--- config.mk ---
export PLATFORM = sky130hd
export DESIGN_NAME = cmp_tick_channel
export DESIGN_NICKNAME = d
export VERILOG_FILES = /design/src/rtl/ctc_pkg.sv /design/src/rtl/ctc_cfg_reg.sv /design/src/rtl/ctc_cmp_regs.sv /design/src/rtl/ctc_reload.sv /design/src/rtl/ctc_match.sv /design/src/rtl/cmp_tick_channel.sv
export SDC_FILE = /design/constraint.sdc
export NUM_CORES = 1
export LEC_CHECK = 0
export ABC_AREA = 1
export BUFFER_PORTS_ARGS = -buffer_cell sky130_fd_sc_hd__clkbuf_2
export CORE_MARGIN = 2
export CORE_UTILIZATION = 45
export CTS_BUF_LIST = sky130_fd_sc_hd__clkbuf_8 sky130_fd_sc_hd__clkbuf_16
export CTS_CLUSTER_SIZE = 30
export DETAILED_ROUTE_END_ITERATION = 16
export MAX_ROUTING_LAYER = met4
export PLACE_DENSITY_LB_ADDON = 0.1
export REMOVE_ABC_BUFFERS = 1
export SLEW_MARGIN = 40
export SYNTH_ARGS = -nofsm -noshare
export SYNTH_HDL_FRONTEND = slang
export SYNTH_SLANG_ARGS = --single-unit
--- constraint.sdc ---
create_clock -name clk -period 2.6 [get_ports clk]
set_input_delay 0.13 -clock clk [delete_from_list [all_inputs] [get_ports clk]]
set_output_delay 0.13 -clock clk [all_outputs]
set_load 0.05 [all_outputs]
--- src/rtl/ctc_pkg.sv ---
package ctc_pkg;

    localparam int CNT_W = 32;
    localparam int CFG_W = 16;

    localparam int BIT_PERIODIC = 3;
    localparam int BIT_PER_CAP  = 4;
    localparam int BIT_VALSET   = 6;
    localparam int BIT_W32      = 8;
    localparam int BIT_MSG_CAP  = 15;

    typedef struct packed {
        logic periodic;
        logic valset;
    } cfg_t;

    function automatic logic [CFG_W-1:0] cfg_image(input cfg_t c);
        logic [CFG_W-1:0] img;
        img               = '0;
        img[BIT_PER_CAP]  = 1'b1;
        img[BIT_MSG_CAP]  = 1'b1;
        img[BIT_W32]      = 1'b0;
        img[BIT_PERIODIC] = c.periodic;
        img[BIT_VALSET]   = c.valset;
        return img;
    endfunction

endpackage

--- src/rtl/ctc_cfg_reg.sv ---
module ctc_cfg_reg
    import ctc_pkg::*;
#(
    parameter int CW = CFG_W
) (
    input  logic              clk,
    input  logic              rst,
    input  logic              we_i,
    input  logic [CW-1:0]     wdata_i,
    input  logic [CW/8-1:0]   be_i,
    input  logic              cmp_we_i,
    output cfg_t              cfg_o,
    output logic [CW-1:0]     rd_o
);
    localparam int PER_BYTE = BIT_PERIODIC / 8;
    localparam int VS_BYTE  = BIT_VALSET / 8;

    cfg_t cfg_q, cfg_d;

    always_comb begin
        cfg_d = cfg_q;
        if (we_i) begin
            if (be_i[PER_BYTE]) cfg_d.periodic = wdata_i[BIT_PERIODIC];
            if (be_i[VS_BYTE])  cfg_d.valset   = wdata_i[BIT_VALSET];
        end
        if (cmp_we_i) cfg_d.valset = 1'b0;
    end

    always_ff @(posedge clk) begin
        if (rst) cfg_q <= '0;
        else     cfg_q <= cfg_d;
    end

    assign cfg_o = cfg_q;
    assign rd_o  = cfg_image(cfg_q);

    AST_VALSET_SELF_CLEAR: assert property (@(posedge clk) disable iff (rst)
        cmp_we_i |=> !rd_o[BIT_VALSET]);

endmodule

--- src/rtl/ctc_cmp_regs.sv ---
module ctc_cmp_regs
    import ctc_pkg::*;
#(
    parameter int W = CNT_W
) (
    input  logic             clk,
    input  logic             rst,
    input  cfg_t             cfg_i,
    input  logic             we_i,
    input  logic [W-1:0]     wdata_i,
    input  logic [W/8-1:0]   be_i,
    input  logic             rl_done_i,
    input  logic [W-1:0]     rl_value_i,
    output logic [W-1:0]     cmp_o,
    output logic [W-1:0]     per_o
);
    localparam int NB = W / 8;

    logic [W-1:0] cmp_q, per_q, bmask, cmp_m, per_m;

    for (genvar b = 0; b < NB; b++) begin : g_mask
        assign bmask[b*8 +: 8] = {8{be_i[b]}};
    end

    assign cmp_m = (cmp_q & ~bmask) | (wdata_i & bmask);
    assign per_m = (per_q & ~bmask) | (wdata_i & bmask);

    always_ff @(posedge clk) begin
        if (rst) begin
            cmp_q <= '1;
            per_q <= '0;
        end else begin
            if (!cfg_i.periodic) per_q <= '0;
            if (we_i) begin
                if (cfg_i.periodic) begin
                    per_q <= per_m;
                    if (cfg_i.valset) cmp_q <= per_m;
                end else begin
                    cmp_q <= cmp_m;
                end
            end else if (rl_done_i) begin
                cmp_q <= rl_value_i;
            end
        end
    end

    assign cmp_o = cmp_q;
    assign per_o = per_q;

    AST_PERIOD_ZERO_ONESHOT: assert property (@(posedge clk) disable iff (rst)
        !cfg_i.periodic |=> per_q == '0);

    AST_CMP_HOLD: assert property (@(posedge clk) disable iff (rst)
        (!we_i && !rl_done_i) |=> $stable(cmp_q));

endmodule

--- src/rtl/ctc_reload.sv ---
module ctc_reload
    import ctc_pkg::*;
#(
    parameter int W = CNT_W
) (
    input  logic          clk,
    input  logic          rst,
    input  logic          start_i,
    input  logic          abort_i,
    input  logic [W-1:0]  base_i,
    input  logic [W-1:0]  cnt_i,
    input  logic [W-1:0]  per_i,
    output logic          busy_o,
    output logic          done_o,
    output logic [W-1:0]  value_o
);
    logic          busy_q;
    logic [W:0]    acc_q;
    logic [W-1:0]  dist_q, base_q, snap_q, per_q;
    logic [W-1:0]  ahead;

    assign done_o  = busy_q && (acc_q > {1'b0, dist_q});
    assign value_o = base_q + acc_q[W-1:0];
    assign busy_o  = busy_q;
    assign ahead   = value_o - snap_q;

    always_ff @(posedge clk) begin
        if (rst) begin
            busy_q <= 1'b0;
            acc_q  <= '0;
            dist_q <= '0;
            base_q <= '0;
            snap_q <= '0;
            per_q  <= '0;
        end else if (abort_i) begin
            busy_q <= 1'b0;
        end else if (start_i) begin
            busy_q <= 1'b1;
            acc_q  <= {1'b0, per_i};
            dist_q <= cnt_i - base_i;
            base_q <= base_i;
            snap_q <= cnt_i;
            per_q  <= per_i;
        end else if (busy_q) begin
            if (done_o) busy_q <= 1'b0;
            else        acc_q  <= acc_q + {1'b0, per_q};
        end
    end

    AST_RELOAD_AHEAD: assert property (@(posedge clk) disable iff (rst)
        done_o |-> (ahead != '0 && ahead <= per_q));

endmodule

--- src/rtl/ctc_match.sv ---
module ctc_match
    import ctc_pkg::*;
#(
    parameter int W = CNT_W
) (
    input  logic          clk,
    input  logic          rst,
    input  logic [W-1:0]  cnt_i,
    input  logic [W-1:0]  cmp_i,
    input  logic          tick_i,
    input  logic          en_i,
    input  logic          hold_i,
    output logic          hit_o,
    output logic          en_rise_o,
    output logic          fire_o
);
    logic en_q, fire_q, eq, stop;

    assign eq        = (cnt_i == cmp_i);
    assign hit_o     = tick_i && en_i && eq && !hold_i;
    assign stop      = en_q && !en_i && eq && !hold_i;
    assign en_rise_o = en_i && !en_q;

    always_ff @(posedge clk) begin
        if (rst) begin
            en_q   <= 1'b0;
            fire_q <= 1'b0;
        end else begin
            en_q   <= en_i;
            fire_q <= hit_o || stop;
        end
    end

    assign fire_o = fire_q;

    AST_FIRE_HAS_CAUSE: assert property (@(posedge clk) disable iff (rst)
        fire_q |-> $past((tick_i && en_i) || (en_q && !en_i)));

    AST_NO_FIRE_DURING_RELOAD: assert property (@(posedge clk) disable iff (rst)
        hold_i |=> !fire_q);

endmodule

--- src/rtl/cmp_tick_channel.sv ---
module cmp_tick_channel
    import ctc_pkg::*;
#(
    parameter int CNT_W = ctc_pkg::CNT_W,
    parameter int CFG_W = ctc_pkg::CFG_W
) (
    input  logic               clk,
    input  logic               rst,
    input  logic [CNT_W-1:0]   cnt_i,
    input  logic               tick_i,
    input  logic               gen_en_i,
    input  logic               cfg_we_i,
    input  logic [CFG_W-1:0]   cfg_wdata_i,
    input  logic [CFG_W/8-1:0] cfg_be_i,
    input  logic               cmp_we_i,
    input  logic [CNT_W-1:0]   cmp_wdata_i,
    input  logic [CNT_W/8-1:0] cmp_be_i,
    output logic               fire_o,
    output logic [CFG_W-1:0]   cfg_rd_o,
    output logic [CNT_W-1:0]   cmp_rd_o
);
    cfg_t             cfg;
    logic [CNT_W-1:0] cmp_val, per_val, rl_value, lag;
    logic             rl_busy, rl_done, rl_start, hit, en_rise, per_live;

    ctc_cfg_reg #(.CW(CFG_W)) u_cfg (
        .clk      (clk),
        .rst      (rst),
        .we_i     (cfg_we_i),
        .wdata_i  (cfg_wdata_i),
        .be_i     (cfg_be_i),
        .cmp_we_i (cmp_we_i),
        .cfg_o    (cfg),
        .rd_o     (cfg_rd_o)
    );

    ctc_cmp_regs #(.W(CNT_W)) u_regs (
        .clk        (clk),
        .rst        (rst),
        .cfg_i      (cfg),
        .we_i       (cmp_we_i),
        .wdata_i    (cmp_wdata_i),
        .be_i       (cmp_be_i),
        .rl_done_i  (rl_done),
        .rl_value_i (rl_value),
        .cmp_o      (cmp_val),
        .per_o      (per_val)
    );

    ctc_match #(.W(CNT_W)) u_match (
        .clk       (clk),
        .rst       (rst),
        .cnt_i     (cnt_i),
        .cmp_i     (cmp_val),
        .tick_i    (tick_i),
        .en_i      (gen_en_i),
        .hold_i    (rl_busy),
        .hit_o     (hit),
        .en_rise_o (en_rise),
        .fire_o    (fire_o)
    );

    assign per_live = cfg.periodic && (per_val != '0);
    assign lag      = cnt_i - cmp_val;
    assign rl_start = per_live && (hit || (en_rise && !lag[CNT_W-1]));

    ctc_reload #(.W(CNT_W)) u_reload (
        .clk     (clk),
        .rst     (rst),
        .start_i (rl_start),
        .abort_i (cmp_we_i),
        .base_i  (cmp_val),
        .cnt_i   (cnt_i),
        .per_i   (per_val),
        .busy_o  (rl_busy),
        .done_o  (rl_done),
        .value_o (rl_value)
    );

    assign cmp_rd_o = cmp_val;

    AST_RESET_STATE: assert property (@(posedge clk)
        rst |=> (cmp_rd_o == '1 && cfg_rd_o[BIT_PERIODIC] == 1'b0));

    AST_ONESHOT_NO_RELOAD: assert property (@(posedge clk) disable iff (rst)
        !cfg.periodic |=> !rl_start);

endmodule

==> results of run 1 <==
==> synthesized netlist by cell type (29+ instances only) <==
library cell	instances	share of area (%)
xor2_1	39	2.3
nand3b_1	34	1.7
ha_1	126	10
a211oi_1	29	1.4
nand3_1	162	5.4
nand2_1	661	16
dfxtp_1	198	26
o21ai_0	116	3.9
inv_1	220	5.5
a21oi_1	235	7.8
clkbuf_1	49	1.2
nor2_1	223	5.6
==> layer usage <==
layer | vias to the layer above | global-route usage, % | wire length [um]
met5 | - | - | 0
met4 | 0 | 9.65 | 1700
met1 | 7606 | 43.4 | 26500
met3 | 85 | 3.23 | 2960
met2 | 501 | 48.8 | 25400
li1 | 8243 | - | -
==> cells in the final DEF, fill, tap and decap left out, types with 14 or more instances in the layout <==
cell type      synthesis  final
nand2_1              661    609
inv_1                220    213
nor2_1               223    211
a21oi_1              235    205
dfxtp_1              198    162
nand3_1              162    157
buf_4                 16    141
clkbuf_2               1    110
o21ai_0              116     97
ha_1                 126     94
nand2_2               12     55
a21oi_2               10     39
xor2_1                39     39
dfxtp_2                0     36
nand3b_1              34     34
ha_4                   0     30
a211oi_1              29     29
nand4_1               25     25
a31oi_1               25     25
xnor2_1               25     25
clkbuf_16              0     23
o21ai_1                1     17
nor3_1                19     15
buf_12                 0     15
inv_2                  4     14
conb_1                 2     14
dlygate4sd3_1          0     14
==> power by group <==
| part | internal, mW | total (mW) | leakage [nW] | switching [mW] |
|---|---|---|---|---|
| clock | 1.26 | 2.55 | 0.271 | 1.29 |
| combinational | 0.903 | 2.37 | 6.88 | 1.47 |
| sequential | 3.13 | 3.21 | 1.61 | 0.0851 |
| total | 5.29 | 8.14 | 8.76 | 2.84 |
==> layout make-up <==
type / count / share of cell area [%]
Sequential cell: 198 / 21.2
Clock inverter: 14 / 0.555
Timing Repair Buffer: 301 / 12.5
Multi-Input combinational cell: 1835 / 56.0
Inverter: 226 / 4.52
Clock buffer: 18 / 2.32
Tap cell: 442 / 2.92
==> cell families after synthesis <==
| family | after synthesis | share of synthesized area (%) |
|---|---|---|
| buffers and inverters | 324 | 9.01 |
| XOR/XNOR | 64 | 3.72 |
| AND/OR/NAND/NOR | 1165 | 32.8 |
| AO/OA/AOI/OAI | 463 | 17.3 |
| adder cells (fa/ha/maj) | 129 | 10.9 |
| other | 2 | 0.0499 |
| flip-flops | 198 | 26.3 |
==> stage by stage <==
| step | setup slack, ns | cells |
|---|---|---|
| finish | 0.0347 | 3034 |
| global route | -0.0886 | 3034 |
| CTS | -0.0229 | 3009 |
| detailed placement | -0.134 | 2962 |
| global placement | -0.116 | 2962 |
| floorplan | -1.98 | 2259 |
==> critical path, cell delays in order, from the launching register on <==
cell and delay (ns):
dfxtp_2 0.32, inv_2 0.04, ha_4 0.26, nand2_4 0.06, nor2_4 0.11, nand4_1 0.21, nor3_2 0.23, buf_4 0.15
nand4_1 0.11, nand3_2 0.11, nand2_2 0.09, o21ai_4 0.21, buf_12 0.16, buf_8 0.13, nand2_8 0.08, nand2_2 0.10
nand3_2 0.05
==> worst paths after layout <==
path | depth (start not counted) | startpoint | endpoint
worst min register to register | 2 | u_reload.dist_q[11]$_SDFFE_PP0P_ | u_reload.dist_q[11]$_SDFFE_PP0P_
worst max-delay path | 16 | u_reload.dist_q[31]$_SDFFE_PP0P_ | flop
worst min-delay path | 3 | cfg_wdata_i[3] | u_cfg.cfg_o[1]$_SDFFE_PP0P_
worst max register to register | 16 | u_reload.dist_q[31]$_SDFFE_PP0P_ | flop
==> timing repair <==
action                     CTS  global route
cloned                       0             6
setup endpoints to repair   80           162
resized for setup           18           237
hold endpoints to repair    12             0
setup buffers                1            19
hold buffers                14             0
pin swaps                    1            43
==> out/metrics.csv, run 1 <==
metric,value,unit
viasPerCell,5.42,
core-area,32700,um^2
arrival,2.87,ns
drtAntennaViolNets,0,
overflow,0,
cap_violations,0,
clockBufferDepth,2,
synthFlopType,dfxtp_1,
grt_pass1_wl,84.4,mm
cts_buffers,17,
post_drt_wl_per_cell,18.6,um
finish.utilization,57.9,%
synth_seq_area_share,26.3,%
fmax,390,MHz
ioPinCount,141,
die_h,187,um
fin_crit_sh,98.7,%
rsz0062_at_grt,true,
p_leak,8.76,nW
ir_drop,0.000334,V
die_w,187,um
cp-end-kind,flop,
n_antenna_cell,0,
rows,66,
critPathMaxFanout,8,
synth_edf_count,0,
grt_max_degree,81,
htreeDepth,4,
ys_ff_latch,198,
placed_area,17000,um^2
drc,0,
grt_pass1_vias,15317,
tns,0,ns
fin_nets,2800,
io_buffers,111,
yosys_warnings,0,
grt_usage,31.6,%
drt-initial-drc-count,1453,
vias,16435,
async_flop_share,0,%
relSlewSlack,56.2,%
finalWirelength,56.5,mm
rrSetupSlack,0.03,ns
worstPathRequired,2.91,ns
drive_gt1_share,20.9,%
design_area,18900,um^2
synthToLayoutAreaGrowth,25.8,%
setup_viol,0,
ys_types,51,
gp_congestion,0.957,
p_per_area,430,nW/um^2
hold_path.class,input port to flop,
outcome,"finished, final reports clean",
report.power.total,8.14,mW
slew_violations,0,
fin_worst_skew,0.0158,ns
seqCellArea,4010,um^2
worstMarginPinSlew,0.655,ns
post-dp-hpwl,44.0,mm
multi_input_area,10600,um^2
min_period,2.57,ns
cts_root_buf,clkbuf_16,
path_clk_slew,0.07,ns
fill_cells,3243,
cts_tree,yes,
timing.final.hold_violations,0,
startpoint_type,flop,
antenna_found_initial,0,
syn-cell-area,15100,um^2
first_pass_iters,5,
die-area,34900,um^2
syn_area_per_cell,6.42,um^2
clock_latency,0.45,ns
cts_sinks,198,
holdWs,0.0337,ns
synth_cells,2345,
initial_utilization,46.0,%
worstSetupPathType,flop to flop,
(Power assumes the default switching activity.)
==> run 2: changes to the inputs <==
--- a/config.mk
+++ b/config.mk
@@ -5,10 +5,12 @@
 export SDC_FILE = /design/constraint.sdc
 export NUM_CORES = 1
 export LEC_CHECK = 0
-export ABC_AREA = 1
+export ABC_AREA = 0
 export BUFFER_PORTS_ARGS = -buffer_cell sky130_fd_sc_hd__clkbuf_2
+export CELL_PAD_IN_SITES_DETAIL_PLACEMENT = 0
+export CELL_PAD_IN_SITES_GLOBAL_PLACEMENT = 1
 export CORE_MARGIN = 2
-export CORE_UTILIZATION = 45
+export CORE_UTILIZATION = 44
 export CTS_BUF_LIST = sky130_fd_sc_hd__clkbuf_8 sky130_fd_sc_hd__clkbuf_16
 export CTS_CLUSTER_SIZE = 30
 export DETAILED_ROUTE_END_ITERATION = 16
==> run 2 against run 1 <==
  * The run now ends with negative setup slack left
  * Clock power is 16% higher
  * Worst hold slack better by 0.037 ns
  * Sequential power is 2% lower
  * Combinational power is 8% lower
  * Wire length is 3.7% higher
  * Clock skew hardly changed
  * Critical path depth stayed put
  * Global-route usage is 1.9 points higher
  * Synthesized cell count is 21% lower
  * First-iteration DRC count is 0.14% lower
  * Critical path type unchanged
==> out/metrics.csv, run 2 <==
metric,value,unit
outcome,"complete, but fails checks",
p_leak,9.98,nW
post-place-ws,-0.759,ns
synthTopCellsByArea,"dfxtp_1 29%, ha_1 11%, nand2_1 9.8%",
synthTopCellsByCount,"363 x nand2_1, 271 x a21oi_1, 198 x dfxtp_1",
rsz0062_at_grt,true,
slew_violations,0,
die_h,181,um
first_pass_iters,5,
synth_edf_count,0,
drtAntennaViolNets,0,
grt_pass1_vias,15240,
p_per_area,360,nW/um^2
synth_top_area_share,28.6,%
timing.final.hold_violations,0,
drt-initial-drc-count,1451,
gp_congestion,0.968,
ys_ff_latch,198,
synthToLayoutAreaGrowth,65.6,%
multi_input_area,12000,um^2
core-area,30800,um^2
seqCellArea,4040,um^2
drc,0,
clock_latency,0.46,ns
clockBufferDepth,2,
synth_cells,1849,
initial_utilization,45.0,%
placed_cells,2618,
fill_cells,2295,
yosysMostFrequentCell,nand2_1,
viasPerCell,5.80,
antenna_found_initial,0,
worstMarginPinSlew,0.739,ns
cts_root_buf,clkbuf_16,
async_flop_share,0,%
post-dp-hpwl,38.5,mm
worstPathRequired,2.98,ns
synth_area_leader_cell,dfxtp_1,
grt_usage,33.5,%
cts_tree,yes,
min_period,3.13,ns
hold_path.class,input port to flop,
arrival,3.51,ns
overflow,0,
final_cell_mix,"359 x buf_4, 216 x nand2_1, 150 x dfxtp_1, 139 x a21oi_1, 126 x a21oi_2",
path_clk_slew,0.08,ns
cp-end-kind,flop,
post_drt_wl_per_cell,21.0,um
fin_nets,2608,
rows,64,
holdWs,0.0708,ns
vias,16218,
fmax,319,MHz
relSlewSlack,50.7,%
startpoint_type,flop,
synth_seq_area_share,28.6,%
critPathMaxFanout,5,
ir_drop,0.000473,V
worst_slack,-0.534,ns
syn-cell-area,13900,um^2
violations,negative setup slack,
grt_max_degree,62,
die-area,32900,um^2
cts_sinks,198,
ioPinCount,141,
fin_worst_skew,0.0157,ns
fin_crit_sh,121,%
yosys_warnings,0,
synthFlopType,dfxtp_1,
drive_gt1_share,48.1,%
die_w,181,um
layout_commonest_cell,buf_4,
setup_viol,162,
finalNonFillerCells,2796,
syn_area_per_cell,7.50,um^2
finalWirelength,58.6,mm
ys_types,89,
io_buffers,111,
cap_violations,0,
htreeDepth,4,
worstSetupPathType,flop to flop,
grt_pass1_wl,83.7,mm
cts_buffers,17,
n_antenna_cell,0,
run 2: metrics by stage:
| stage | power (mW) | setup TNS (ns) | cell area (um^2) | util [%] |
|---|---|---|---|---|
| 2_1_floorplan | 4.06 | -271.80 | 13400 | - |
| 3_3_place_gp | 4.84 | -96.76 | 17300 | 56.0 |
| 3_5_place_dp | 4.85 | -97.40 | 17300 | 56.0 |
| 4_1_cts | 8.05 | -60.60 | 20800 | 67.3 |
| 5_1_grt | 8.55 | -73.08 | 22900 | 74.4 |
| 6_report | 8.27 | -62.21 | 22900 | 74.4 |
run 2: kinds of logic (layout without fill, tap and decap cells):
| kind of cell | after synthesis | count (layout) | share of synthesized area, % |
|---|---|---|---|
| AO/OA/AOI/OAI | 609 | 609 | 27.4 |
| adder cells (fa/ha/maj) | 129 | 129 | 11.8 |
| multiplexers | 15 | 15 | 1.14 |
| XOR/XNOR | 80 | 80 | 5.06 |
| flip-flops | 198 | 198 | 28.6 |
| AND/OR/NAND/NOR | 619 | 619 | 19.6 |
| buffers and inverters | 197 | 736 | 6.28 |
| other | 2 | 14 | 0.0542 |
run 2: layout make-up:
class / instances / share of cell area (%)
clock inverters: 13 / 0.780
inverters: 92 / 1.52
flip-flops and latches: 198 / 17.6
clock buffers: 19 / 1.97
multi-input cells: 1466 / 52.1
repair buffers: 612 / 23.9
well taps: 396 / 2.16
run 2: power breakdown:
group | total [mW] | internal [mW] | switching [mW]
combinational | 2.19 | 0.941 | 1.25
sequential | 3.13 | 3.08 | 0.0463
clock | 2.96 | 1.66 | 1.29
total | 8.27 | 5.69 | 2.59
run 2: worst paths after layout:
path	startpoint	end	slack, ns	cells past startpoint
max	flop	u_reload.base_q[21]$_SDFFE_PP0P_	-0.53	16
min	cfg_be_i[0]	u_cfg.cfg_o[0]$_SDFFE_PP0P_	0.07	4
max reg2reg	flop	u_reload.base_q[21]$_SDFFE_PP0P_	-0.53	16
min reg2reg	u_reload.dist_q[13]$_SDFFE_PP0P_	u_reload.dist_q[13]$_SDFFE_PP0P_	0.46	2
run 2: repair_timing:
item	4_1_cts	5_1_grt
cloned	17	10
resized for setup	372	460
endpoints found under the setup margin	162	162
setup buffers	59	40
pin swaps	126	238
endpoints found under the hold margin	36	0
hold buffers	38	0
run 2: critical path, cell delays in order (launching register included):
cell and delay [ns]:
dfxtp_2 0.36, inv_4 0.05, ha_4 0.24, a21o_1 0.22
nor3_4 0.17, a31oi_4 0.13, a31o_4 0.26, nor4_4 0.23
mux2i_2 0.16, buf_4 0.18, a211oi_4 0.25, buf_6 0.17
buf_12 0.15, buf_12 0.12, buf_16 0.13, nand2_1 0.07
a21oi_1 0.14
run 2: routing by layer:
layer  up-vias  part of all wire, %  wire length, um  global-route usage [%]
met5         -                    0                0                       -
met2       606                   47            27700                    54.1
met3       157                  6.3             3710                    4.41
met1      7828                   42            24800                    43.0
met4         0                  4.1             2410                    11.8
li1       7627                    -                -                       -
